## src/rtl/rx_seq_pkg.sv

```systemverilog
package rx_seq_pkg;

    localparam int BYTE_W     = 8;
    localparam int SHORT_BITS = 4;
    localparam int CRC_W      = 16;
    localparam int CMD_W      = 4;

    localparam logic [CRC_W-1:0] CRC_POLY = 16'h8408;
    localparam logic [CMD_W-1:0] CMD_RECEIVE = 4'h8;

    localparam logic [2:0] SPD_106 = 3'd0;
    localparam logic [2:0] SPD_212 = 3'd1;
    localparam logic [2:0] SPD_424 = 3'd2;
    localparam logic [2:0] SPD_MAX = 3'd5;

    localparam logic [1:0] FRM_A = 2'd0;
    localparam logic [1:0] FRM_B = 2'd3;

    typedef struct packed {
        logic       crc_en;
        logic [2:0] speed;
        logic       drop_short;
        logic       multi;
        logic [1:0] framing;
    } rx_mode_t;

    typedef struct packed {
        logic [5:0] spare;
        logic       cfg_bad;
        logic       crc_fail;
    } rx_err_t;

    function automatic logic multi_active(rx_mode_t m);
        return m.multi && (m.speed == SPD_212 || m.speed == SPD_424);
    endfunction

    function automatic logic cfg_invalid(rx_mode_t m);
        return (m.speed > SPD_MAX) || (!m.crc_en && m.speed != SPD_106);
    endfunction

    function automatic logic [CRC_W-1:0] crc_seed(logic [1:0] fr);
        case (fr)
            FRM_A:   return 16'h6363;
            FRM_B:   return 16'hFFFF;
            default: return 16'h0000;
        endcase
    endfunction

    function automatic logic [CRC_W-1:0] crc_good(logic [1:0] fr);
        return (fr == FRM_B) ? 16'hF0B8 : 16'h0000;
    endfunction

    function automatic logic [CRC_W-1:0] crc_step(logic [CRC_W-1:0] c, logic b);
        logic fb;
        logic [CRC_W-1:0] n;
        fb = c[0] ^ b;
        n  = c >> 1;
        if (fb) n = n ^ CRC_POLY;
        return n;
    endfunction

endpackage

```

## src/rtl/rx_bit_packer.sv

```systemverilog
module rx_bit_packer #(
    parameter  int WIDTH      = 8,
    parameter  int SHORT_BITS = 4,
    localparam int IW         = $clog2(WIDTH),
    localparam int CW         = IW + 1,
    localparam int TW         = $clog2(SHORT_BITS) + 1
) (
    input  logic             clk,
    input  logic             rst,
    input  logic             clear,
    input  logic             bit_en,
    input  logic             bit_in,
    output logic [WIDTH-1:0] word_o,
    output logic [CW-1:0]    fill_o,
    output logic             short_o
);

    logic [WIDTH-1:0] acc;
    logic [CW-1:0]    cnt;
    logic [TW-1:0]    tot;
    logic [TW-1:0]    tot_next;

    always_comb begin
        word_o = acc;
        if (bit_en) word_o[cnt[IW-1:0]] = bit_in;
        fill_o   = cnt + CW'(bit_en);
        tot_next = tot + TW'(bit_en && (tot < TW'(SHORT_BITS)));
        short_o  = tot_next < TW'(SHORT_BITS);
    end

    always_ff @(posedge clk) begin
        if (rst || clear) begin
            acc <= '0;
            cnt <= '0;
            tot <= '0;
        end else if (bit_en) begin
            tot <= tot_next;
            if (fill_o == CW'(WIDTH)) begin
                acc <= '0;
                cnt <= '0;
            end else begin
                acc <= word_o;
                cnt <= fill_o;
            end
        end
    end

    a_r3_wrap_clears: assert property (@(posedge clk) disable iff (rst)
        (bit_en && !clear && fill_o == CW'(WIDTH)) |=> (cnt == '0 && acc == '0));

    a_r8_short_bounded: assert property (@(posedge clk) disable iff (rst)
        tot <= TW'(SHORT_BITS));

endmodule

```

## src/rtl/rx_crc_chk.sv

```systemverilog
module rx_crc_chk
    import rx_seq_pkg::*;
(
    input  logic       clk,
    input  logic       rst,
    input  logic       clear,
    input  logic [1:0] framing,
    input  logic       bit_en,
    input  logic       bit_in,
    output logic       ok_o
);

    logic [CRC_W-1:0] crc_q;
    logic [CRC_W-1:0] crc_n;

    always_comb begin
        crc_n = bit_en ? crc_step(crc_q, bit_in) : crc_q;
        ok_o  = (crc_n == crc_good(framing));
    end

    always_ff @(posedge clk) begin
        if (rst)        crc_q <= '0;
        else if (clear) crc_q <= crc_seed(framing);
        else            crc_q <= crc_n;
    end

    a_r5_seeded: assert property (@(posedge clk) disable iff (rst)
        clear |=> (crc_q == crc_seed($past(framing))));

endmodule

```

## src/rtl/rx_arm_ctrl.sv

```systemverilog
module rx_arm_ctrl
    import rx_seq_pkg::*;
#(
    parameter  int WIDTH = BYTE_W,
    localparam int IW    = $clog2(WIDTH),
    localparam int CW    = IW + 1
) (
    input  logic             clk,
    input  logic             rst,
    input  rx_mode_t         mode_i,
    input  logic             cmd_valid,
    input  logic [CMD_W-1:0] cmd_code,
    input  logic             sof,
    input  logic             bit_valid,
    input  logic             eof,
    input  logic [WIDTH-1:0] word_i,
    input  logic [CW-1:0]    fill_i,
    input  logic             short_i,
    input  logic             crc_ok_i,
    output logic             clear_o,
    output logic             bit_en_o,
    output logic             armed,
    output logic             fifo_push,
    output logic [WIDTH-1:0] fifo_data,
    output logic [IW-1:0]    last_bits,
    output logic             frame_done,
    output logic [7:0]       err_q
);

    logic    in_frame;
    logic    end_pend;
    logic    end_multi;
    logic    end_fail;
    logic    end_cfg;
    logic    go, stop, start, fin, drop;
    rx_err_t err_new;

    always_comb begin
        go       = cmd_valid && (cmd_code == CMD_RECEIVE);
        stop     = cmd_valid && (cmd_code != CMD_RECEIVE);
        start    = armed && sof && !go;
        clear_o  = start || go;
        bit_en_o = armed && in_frame && bit_valid && !sof && !go;
        fin      = armed && in_frame && eof && !sof && !go;
        drop     = fin && short_i && mode_i.drop_short;
        err_new  = '{spare: '0, cfg_bad: end_cfg, crc_fail: end_fail};
    end

    always_ff @(posedge clk) begin
        if (rst) begin
            armed      <= 1'b0;
            in_frame   <= 1'b0;
            end_pend   <= 1'b0;
            end_multi  <= 1'b0;
            end_fail   <= 1'b0;
            end_cfg    <= 1'b0;
            fifo_push  <= 1'b0;
            fifo_data  <= '0;
            last_bits  <= '0;
            frame_done <= 1'b0;
            err_q      <= '0;
        end else begin
            fifo_push  <= 1'b0;
            frame_done <= 1'b0;

            // full byte in the middle of a frame
            if (bit_en_o && fill_i == CW'(WIDTH) && !fin) begin
                fifo_push <= 1'b1;
                fifo_data <= word_i;
            end

            if (start) begin
                in_frame <= 1'b1;
                err_q    <= '0;
            end

            // end strobe: push the closing byte and latch the frame result
            if (fin) begin
                in_frame <= 1'b0;
                if (!drop) begin
                    end_pend  <= 1'b1;
                    end_multi <= multi_active(mode_i);
                    end_fail  <= mode_i.crc_en && !crc_ok_i;
                    end_cfg   <= cfg_invalid(mode_i);
                    last_bits <= fill_i[IW-1:0];
                    if (fill_i != '0) begin
                        fifo_push <= 1'b1;
                        fifo_data <= word_i;
                    end
                end
            end

            // completion: error register, status byte, arm decision
            if (end_pend) begin
                end_pend   <= 1'b0;
                frame_done <= 1'b1;
                err_q      <= err_new;
                if (end_multi) begin
                    fifo_push <= 1'b1;
                    fifo_data <= WIDTH'(err_new);
                end
                if (!(end_multi && multi_active(mode_i))) armed <= 1'b0;
            end

            if (go) begin
                armed    <= 1'b1;
                in_frame <= 1'b0;
            end else if (stop) begin
                armed    <= 1'b0;
                in_frame <= 1'b0;
            end
        end
    end

    a_r9_single_disarms: assert property (@(posedge clk) disable iff (rst)
        (end_pend && !end_multi && !go) |=> !armed);

    a_r10_status_pushed: assert property (@(posedge clk) disable iff (rst)
        (end_pend && end_multi) |=> fifo_push);

    a_r6_done_single_cycle: assert property (@(posedge clk) disable iff (rst)
        frame_done |=> !frame_done);

    a_r9_frame_needs_arm: assert property (@(posedge clk) disable iff (rst)
        in_frame |-> armed);

    a_r2_stop_disarms: assert property (@(posedge clk) disable iff (rst)
        stop |=> !armed);

    a_r8_drop_silent: assert property (@(posedge clk) disable iff (rst)
        drop |=> (!fifo_push && !frame_done));

endmodule

```

## src/rtl/rx_frame_seq.sv

```systemverilog
module rx_frame_seq
    import rx_seq_pkg::*;
(
    input  logic       clk,
    input  logic       rst,
    input  logic       mode_wr,
    input  logic [7:0] mode_wdata,
    output logic [7:0] mode_q,
    input  logic       cmd_valid,
    input  logic [3:0] cmd_code,
    input  logic       rx_sof,
    input  logic       rx_bit_valid,
    input  logic       rx_bit,
    input  logic       rx_eof,
    output logic       armed,
    output logic       fifo_push,
    output logic [7:0] fifo_data,
    output logic [2:0] last_bits,
    output logic       frame_done,
    output logic [7:0] err_q
);

    localparam int IW = $clog2(BYTE_W);
    localparam int CW = IW + 1;

    rx_mode_t          mode_r;
    logic              clr;
    logic              bit_en;
    logic [BYTE_W-1:0] word;
    logic [CW-1:0]     fill;
    logic              short_f;
    logic              crc_ok;

    always_ff @(posedge clk) begin
        if (rst)          mode_r <= '0;
        else if (mode_wr) mode_r <= rx_mode_t'(mode_wdata);
    end

    assign mode_q = mode_r;

    rx_bit_packer #(.WIDTH(BYTE_W), .SHORT_BITS(SHORT_BITS)) u_pack (
        .clk     (clk),
        .rst     (rst),
        .clear   (clr),
        .bit_en  (bit_en),
        .bit_in  (rx_bit),
        .word_o  (word),
        .fill_o  (fill),
        .short_o (short_f)
    );

    rx_crc_chk u_crc (
        .clk     (clk),
        .rst     (rst),
        .clear   (clr),
        .framing (mode_r.framing),
        .bit_en  (bit_en),
        .bit_in  (rx_bit),
        .ok_o    (crc_ok)
    );

    rx_arm_ctrl #(.WIDTH(BYTE_W)) u_ctrl (
        .clk        (clk),
        .rst        (rst),
        .mode_i     (mode_r),
        .cmd_valid  (cmd_valid),
        .cmd_code   (cmd_code),
        .sof        (rx_sof),
        .bit_valid  (rx_bit_valid),
        .eof        (rx_eof),
        .word_i     (word),
        .fill_i     (fill),
        .short_i    (short_f),
        .crc_ok_i   (crc_ok),
        .clear_o    (clr),
        .bit_en_o   (bit_en),
        .armed      (armed),
        .fifo_push  (fifo_push),
        .fifo_data  (fifo_data),
        .last_bits  (last_bits),
        .frame_done (frame_done),
        .err_q      (err_q)
    );

    a_r1_mode_load: assert property (@(posedge clk) disable iff (rst)
        mode_wr |=> (mode_q == $past(mode_wdata)));

endmodule

```

## config.mk

```make
export PLATFORM = sky130hd
export DESIGN_NAME = rx_frame_seq
export DESIGN_NICKNAME = d
export VERILOG_FILES = /design/src/rtl/rx_seq_pkg.sv /design/src/rtl/rx_bit_packer.sv /design/src/rtl/rx_crc_chk.sv /design/src/rtl/rx_arm_ctrl.sv /design/src/rtl/rx_frame_seq.sv
export SDC_FILE = /design/constraint.sdc
export NUM_CORES = 1
export LEC_CHECK = 0
export CAP_MARGIN = 20
export CORE_UTILIZATION = 40
export CTS_CLUSTER_DIAMETER = 80
export DETAILED_ROUTE_END_ITERATION = 10
export DONT_BUFFER_PORTS = 1
export GPL_ROUTABILITY_DRIVEN = 0
export PLACE_DENSITY = 0.53
export SYNTH_ARGS = -nofsm -noshare
export SYNTH_HDL_FRONTEND = slang
export SYNTH_SLANG_ARGS = --single-unit
```

## constraint.sdc

```tcl
create_clock -name clk -period 4.25 [get_ports clk]
set_input_delay 0.85 -clock clk [delete_from_list [all_inputs] [get_ports clk]]
set_output_delay 0.85 -clock clk [all_outputs]
set_load 0.05 [all_outputs]
```

Yosys cells after proc, flatten, opt, wreduce, memory -nomap -nowiden:

Index checks and enable logic that the tools add are counted.

* reductions and logical operators: 39
* bitwise gates (word level): 4
* add/subtract/negate cells: 2
* eq/ne operators: 8
* multiplexer cells: 31
* $lt $le $gt $ge: 5

Operator list (count)
* $mux W16: 4
* $mux W8: 8
* $pmux W16 S2: 1
* $logic_and A1 B1 Y1: 21
* $eq A16 B16 Y1: 1
* $mux W1: 13
* $bwmux W8: 1
* $eq A4 B4 Y1 const B: 2
* $lt A3 B3 Y1 const B: 2
* $reduce_bool A3 Y1: 2
* $logic_not A1 Y1: 5
* $add A4 B1 Y4: 1
* $logic_or A1 B1 Y1: 4
* $lt A3 B4 Y1 const B: 1
* $mux W2: 2
* $mux W4: 1
* $ne A4 B4 Y1 const B: 1
* $reduce_and A2 Y1: 2
* $reduce_bool A4 Y1: 1
* $reduce_or A4 Y1: 1
* $add A3 B1 Y3: 1
* $demux W1 S3: 1
* $eq A3 B1 Y1 const B: 1
* $eq A3 B2 Y1 const B: 1
* other kinds (10): 11

* flip-flop bits (word level): 60
* input port bits: 20
* word-level logic and storage cells: 109

Longest topological paths before layout:

* depth in word-level cells: 14
* mapped depth: 14

Hierarchy:

Synthesis repeated with hierarchy kept, for this count alone.

* cells, all modules: 306
* area, all modules: 2992.9 sq um

By module, submodules not included
* rx_bit_packer: seq. area each 300.3 sq um, area each 969.7 sq um, cells an instance 96, times used 1
* rx_arm_ctrl: seq. area each 420.4 sq um, area each 934.6 sq um, cells an instance 103, times used 1
* rx_crc_chk: seq. area each 320.3 sq um, area each 803.3 sq um, cells an instance 81, times used 1
* rx_frame_seq: seq. area each 160.2 sq um, area each 285.3 sq um, cells an instance 26, times used 1

Worst setup path after synthesis:

Ideal clock, no wire load.

* kind: input to register
* start: input port cmd_code[2]
* end: register u_ctrl.fifo_data[7]
* path buffers: 3
* data arrival time: 3505 ps
* cell stages on the path: 13
* setup time: 122 ps
* slack: 624 ps
* cells stage by stage: nor4b_4 -> a211o_1 -> buf_6 -> inv_2 -> buf_6 -> ha_1 -> ha_1 -> or2_1 -> nor4_1 -> o21a_1 -> buf_4 -> nand2_1 -> o311a_1

* longest elaborated chain between the ends: 14
* elaborated cells between the ends (all ways): 23
* classes of those cells: add/sub (2); order compare (1); eq/ne (2); mux (7); reduce/logical (11)

RTL lines
* from (decl): line rx_frame_seq.sv:10 `input logic [3:0] cmd_code,`
* $eq A4 B4 Y1 *: line rx_arm_ctrl.sv:39 `go = cmd_valid && (cmd_code == CMD_RECEIVE);`
* $logic_and A1 B1 Y1 *: line rx_arm_ctrl.sv:39
* $logic_not A1 Y1 *: line rx_arm_ctrl.sv:43 `bit_en_o = armed && in_frame && bit_valid && !sof && !go;`
* $logic_and A1 B1 Y1 *: line rx_arm_ctrl.sv:43
* $add A4 B1 Y4 *: line rx_bit_packer.sv:26 `fill_o = cnt + CW'(bit_en);`
* named net fill[1]: line rx_frame_seq.sv:30 `logic [CW-1:0] fill;`
* $eq A4 B4 Y1: line rx_arm_ctrl.sv:67 `if (bit_en_o && fill_i == CW'(WIDTH) && !fin) begin`
* $logic_and A1 B1 Y1 (2 in series): line rx_arm_ctrl.sv:67
* $mux W8: line rx_arm_ctrl.sv:67
* $mux W8: line rx_arm_ctrl.sv:86 `if (fill_i != '0) begin`
* $mux W8: line rx_arm_ctrl.sv:80 `if (!drop) begin`
* $mux W8 *: line rx_arm_ctrl.sv:78 `if (fin) begin`
* $mux W8: line rx_arm_ctrl.sv:98 `if (end_multi) begin`
* $mux W8 *: line rx_arm_ctrl.sv:94 `if (end_pend) begin`
* to (signal assigned): line rx_arm_ctrl.sv:69 `fifo_data <= word_i;`
* to (signal assigned): line rx_arm_ctrl.sv:88 `fifo_data <= word_i;`
* to (signal assigned): line rx_arm_ctrl.sv:100 `fifo_data <= WIDTH'(err_new);`
* to (decl): line rx_arm_ctrl.sv:24 `output logic [WIDTH-1:0] fifo_data,`

Mark *: on every way through the listed nets, which the timed path passes. The rest lies on a longest branch.
A chain may end at the register's enable or synchronous reset.

Final worst setup path:

* start: input port cmd_code[2]
* end: register u_ctrl.fifo_data[7]

* longest elaborated chain between the ends: 14
* elaborated cells between the ends (all ways): 23
* classes of those cells: add/sub (2); order compare (1); eq/ne (2); mux (7); reduce/logical (11)

RTL lines (line)
* $eq A4 B4 Y1 *: rx_arm_ctrl.sv:39
* $logic_and A1 B1 Y1 *: rx_arm_ctrl.sv:39
* $logic_not A1 Y1 *: rx_arm_ctrl.sv:43, rx_arm_ctrl.sv:44
* $logic_and A1 B1 Y1: rx_arm_ctrl.sv:43
* $add A4 B1 Y4: rx_bit_packer.sv:26
* $eq A4 B4 Y1: rx_arm_ctrl.sv:67
* $logic_and A1 B1 Y1 (2 in series): rx_arm_ctrl.sv:67
* $mux W8: rx_arm_ctrl.sv:67
* $mux W8: rx_arm_ctrl.sv:86
* $mux W8: rx_arm_ctrl.sv:80
* $mux W8 *: rx_arm_ctrl.sv:78
* $mux W8: rx_arm_ctrl.sv:98
* $mux W8 *: rx_arm_ctrl.sv:94

Every way passes the cells marked *; elsewhere a longest branch is shown, timed or not.

==> qor.txt <==
first element of the critical path - cmd_code[2]
Critical Path Fanout Max - 36
pin slew with the least headroom to its limit - 0.914 ns
commonest cells after routing, fill and taps aside - dfxtp_1, mux2i_1, nand2_1
power dissipated by switching net loads - 0.000275 W
count of flip-flops with a built-in enable after synthesis - 0
number of cell instances on the worst register-to-register path - 10
total number of nets in the final design - 345
Data required, critical path - 4.47 ns
number of H-tree levels - 3
stage delay of the slowest cell on the critical path - 0.44 ns
global-route wire length before repair - 11.1 mm
switching part of the total power - 24.4%
reg-to-reg endpoint - u_ctrl.fifo_data[7]
hold bufs inserted after CTS - 0
share of flip-flops with an asynchronous set or reset - 0%
netlist area before placement - 3030 sq um
number of iterations in the first detailed-routing pass - 4
aggregate negative setup slack - 0 ns
ranking of synthesized cells by area - dfxtp_1, mux2i_1, nand2_1
final core utilization - 43.6%
total clock buffers created by CTS - 9
clock tree buffer depth - 2
internal power summed over all cells - 0.000852 W
largest net degree at the start of global routing - 37
final slew viol count - 0
DRT antenna net count - 0
post-synth top area share - 39.7%
Horiz. Die Dim - 89.0 microns
Max Cap Violations - 0
Row Count - 31
detailed-route wire length per cell - 16.0 microns
initial antenna violation count - 0
instance count of the mapped netlist - 327
total number of clock tree sinks - 60
Post-DP HPWL - 4.84 mm
Startpoint Class - input pin
Pwr Density - 355 nW/um^2
core area - 7290 sq um
critical path capture point - u_ctrl.fifo_data[7]
ratio of final minimum period to clock period - 80.9%
worst-path cell with the longest stage delay - buf_4
result of the run - complete, no violations
proportion of power drawn by flip-flops and latches - 52.5%
clock network latency to the later pin of the worst-skew pair - 0.33 ns
sequential fraction of the synthesis area - 39.7%
via density per instance - 5.31
fill cell count - 759
clock tree from TritonCTS - built
Worst-path clk slew - 0.06 ns
most area-hungry cell type in the Yosys netlist - dfxtp_1
sort of element at the end of the critical path - flip-flop
dominant synthesized flop cell - dfxtp_1
DR DRC count - 0
leftover overflow at the end of global routing - 0
kind of cell adding the most delay to the critical path - compound AO/OA/AOI/OAI gates
count of cells resized by post-cts repair - 0
Die H - 89.0 microns
number of buffers and inverters on the critical path - 1
clock power share - 43.4%
initial detailed-routing violation count - 122
number of synthesis warnings - 0
Final Hold Fails - 0
Setup Crit Path Kind - in2reg
Critical Path, Cell by Cell - nor4b_4, a211o_1, buf_4, nor2_1, ha_1, ha_1, xnor2_1, a21oi_1, o21a_1, nand2_1, o311a_1
commonest non-fill, non-tap cell in the layout - dfxtp_1
Final setup viols - 0
most used cell, CP - ha_1
synthesized flop and latch total - 60
antenna cell count - 0
all-layer global routing usage - 19.0%
WP data arrival - 3.66 ns
number of global-route vias before repair - 2163
Max IR drop VDD - 0.202 mV
Die Area - 7920 sq um
logic depth of the worst setup path including buffers - 11
reg-to-reg critical path startpoint - u_ctrl.in_frame
number of distinct library cell variants in the gate-level netlist after synthesis - 59
worst rel slew slack - 38.9%
reg-to-reg setup timing slack - 1.12 ns
area added between synthesis and finish - 5.04%
count of buffers added by post-CTS timing repair for setup - 0
leakage power - 1.21 nW
Root Buffer Master - clkbuf_8
clock skew after layout - 0.00530 ns
part of the power in combinational logic - 4.1%
number of top-level pins - 50
top achievable clock speed - 291 MHz
post-layout minimum cycle time - 3.44 ns
Initial Utilization - 41.5%
setup repair after global routing missed its margin - no
Detailed Route WL - 6.77 mm
Port Buffer Count - 0
Syn Area/Cell - 9.26 sq um
ratio of cells with drive above 1 in the final layout - 11.7%
via count - 2251
type of the tightest min-delay check - reg2reg
[power by group through the flow]
stage | clock network (W) | registers [W] | logic (W)
2_1_floorplan | 0 | 0.000603 | 0.0000501
3_3_place_gp | 0 | 0.000605 | 0.0000463
5_1_grt | 0.000541 | 0.000593 | 0.0000521
6_report | 0.000489 | 0.000593 | 0.0000463
3_5_place_dp | 0 | 0.000605 | 0.0000469
4_1_cts | 0.000508 | 0.000592 | 0.0000469
[synth_stat cells, drive strengths merged (2+ instances only)]
cell type / instances
ha: 5
clkbuf: 9
a22oi: 5
nand3b: 5
o31a: 2
xor2: 4
nor4b: 2
xnor2: 5
nand4b: 3
nand2: 33
nor2: 27
nand2b: 2
or2: 2
nor4: 7
a21oi: 23
nand4: 2
a211oi: 6
mux2: 5
buf: 18
o21ai: 20
nor3: 12
nand4bb: 2
mux2i: 32
nand3: 7
o2111ai: 3
o221ai: 2
dfxtp: 60
inv: 8
a211o: 2
[through the flow]
step | cell area (sq um) | hold slack, ns | total power, W | cells | worst slack [ns]
2_1_floorplan | 3050 | 0.432 | 0.000653 | 332 | 0.624
3_3_place_gp | 3000 | 0.449 | 0.000652 | 408 | 0.550
3_5_place_dp | 3000 | 0.455 | 0.000652 | 408 | 0.461
4_1_cts | 3180 | 0.464 | 0.00115 | 424 | 0.815
5_1_grt | 3180 | 0.484 | 0.00119 | 424 | 0.655
6_report | 3180 | 0.459 | 0.00113 | 424 | 0.813
[area by class of cell]
type	instances	area (sq um)	share of cell area [%]
inverters	8	30.0	0.944
repair buffers	4	30.0	0.944
clock inverters	5	52.6	1.65
well taps	99	124	3.89
clock buffers	11	131	4.13
flip-flops and latches	60	1200	37.8
multi-input cells	237	1610	50.7
[cell families (layout without fill, tap and decap cells)]
kind of cell / Yosys count / count (layout) / share of synthesized area (%)
DFF: 60 / 60 / 39.7
and+or+nand+nor: 109 / 109 / 19.6
muxes: 37 / 37 / 12.4
other: 1 / 6 / 0.124
xor gates and xnor gates: 9 / 9 / 2.60
buffers and inverters: 35 / 28 / 7.73
adders and majority gates: 5 / 5 / 2.07
AOI/OAI and AO/OA: 71 / 71 / 15.8
[worst min-delay path by stage]
stage	from	end	slack [ns]	cells after the start
floorplan	u_ctrl.end_fail	u_ctrl.err_q[0]	0.43	2
global placement	u_ctrl.end_fail	u_ctrl.err_q[0]	0.45	2
detailed placement	u_pack.acc[1]	u_pack.acc[1]	0.46	2
CTS	u_pack.acc[1]	u_pack.acc[1]	0.46	2
global route	u_pack.acc[1]	u_pack.acc[1]	0.48	2
finish	u_pack.acc[1]	u_pack.acc[1]	0.46	2
[per-layer routing]
metal  share of wire, %  track usage, %
met1                 46            23.3
met2                 46            30.2
met3                6.5            7.29
met4                1.1            7.22
met5                  0               0
[worst reg2reg max path, cell delays in order (launching register included)]
cell and delay [ns]:
dfxtp_1 0.41, nand3b_4 0.15, a211o_1 0.33, inv_2 0.22, ha_1 0.23, ha_1 0.26
or2_1 0.25, nor4_1 0.32, o21a_1 0.37, nand2_1 0.13, o311a_1 0.36
[registers in the layout, summed over array words and instances (netlist names), 2 cells and up]
register          count
u_ctrl.err_q          2
u_crc.crc_q          16
u_ctrl.last_bits      3
mode_q                8
u_pack.acc            8
u_ctrl.fifo_data      8
u_pack.tot            3
u_pack.cnt            4
Power figures use the tool's default switching activity.
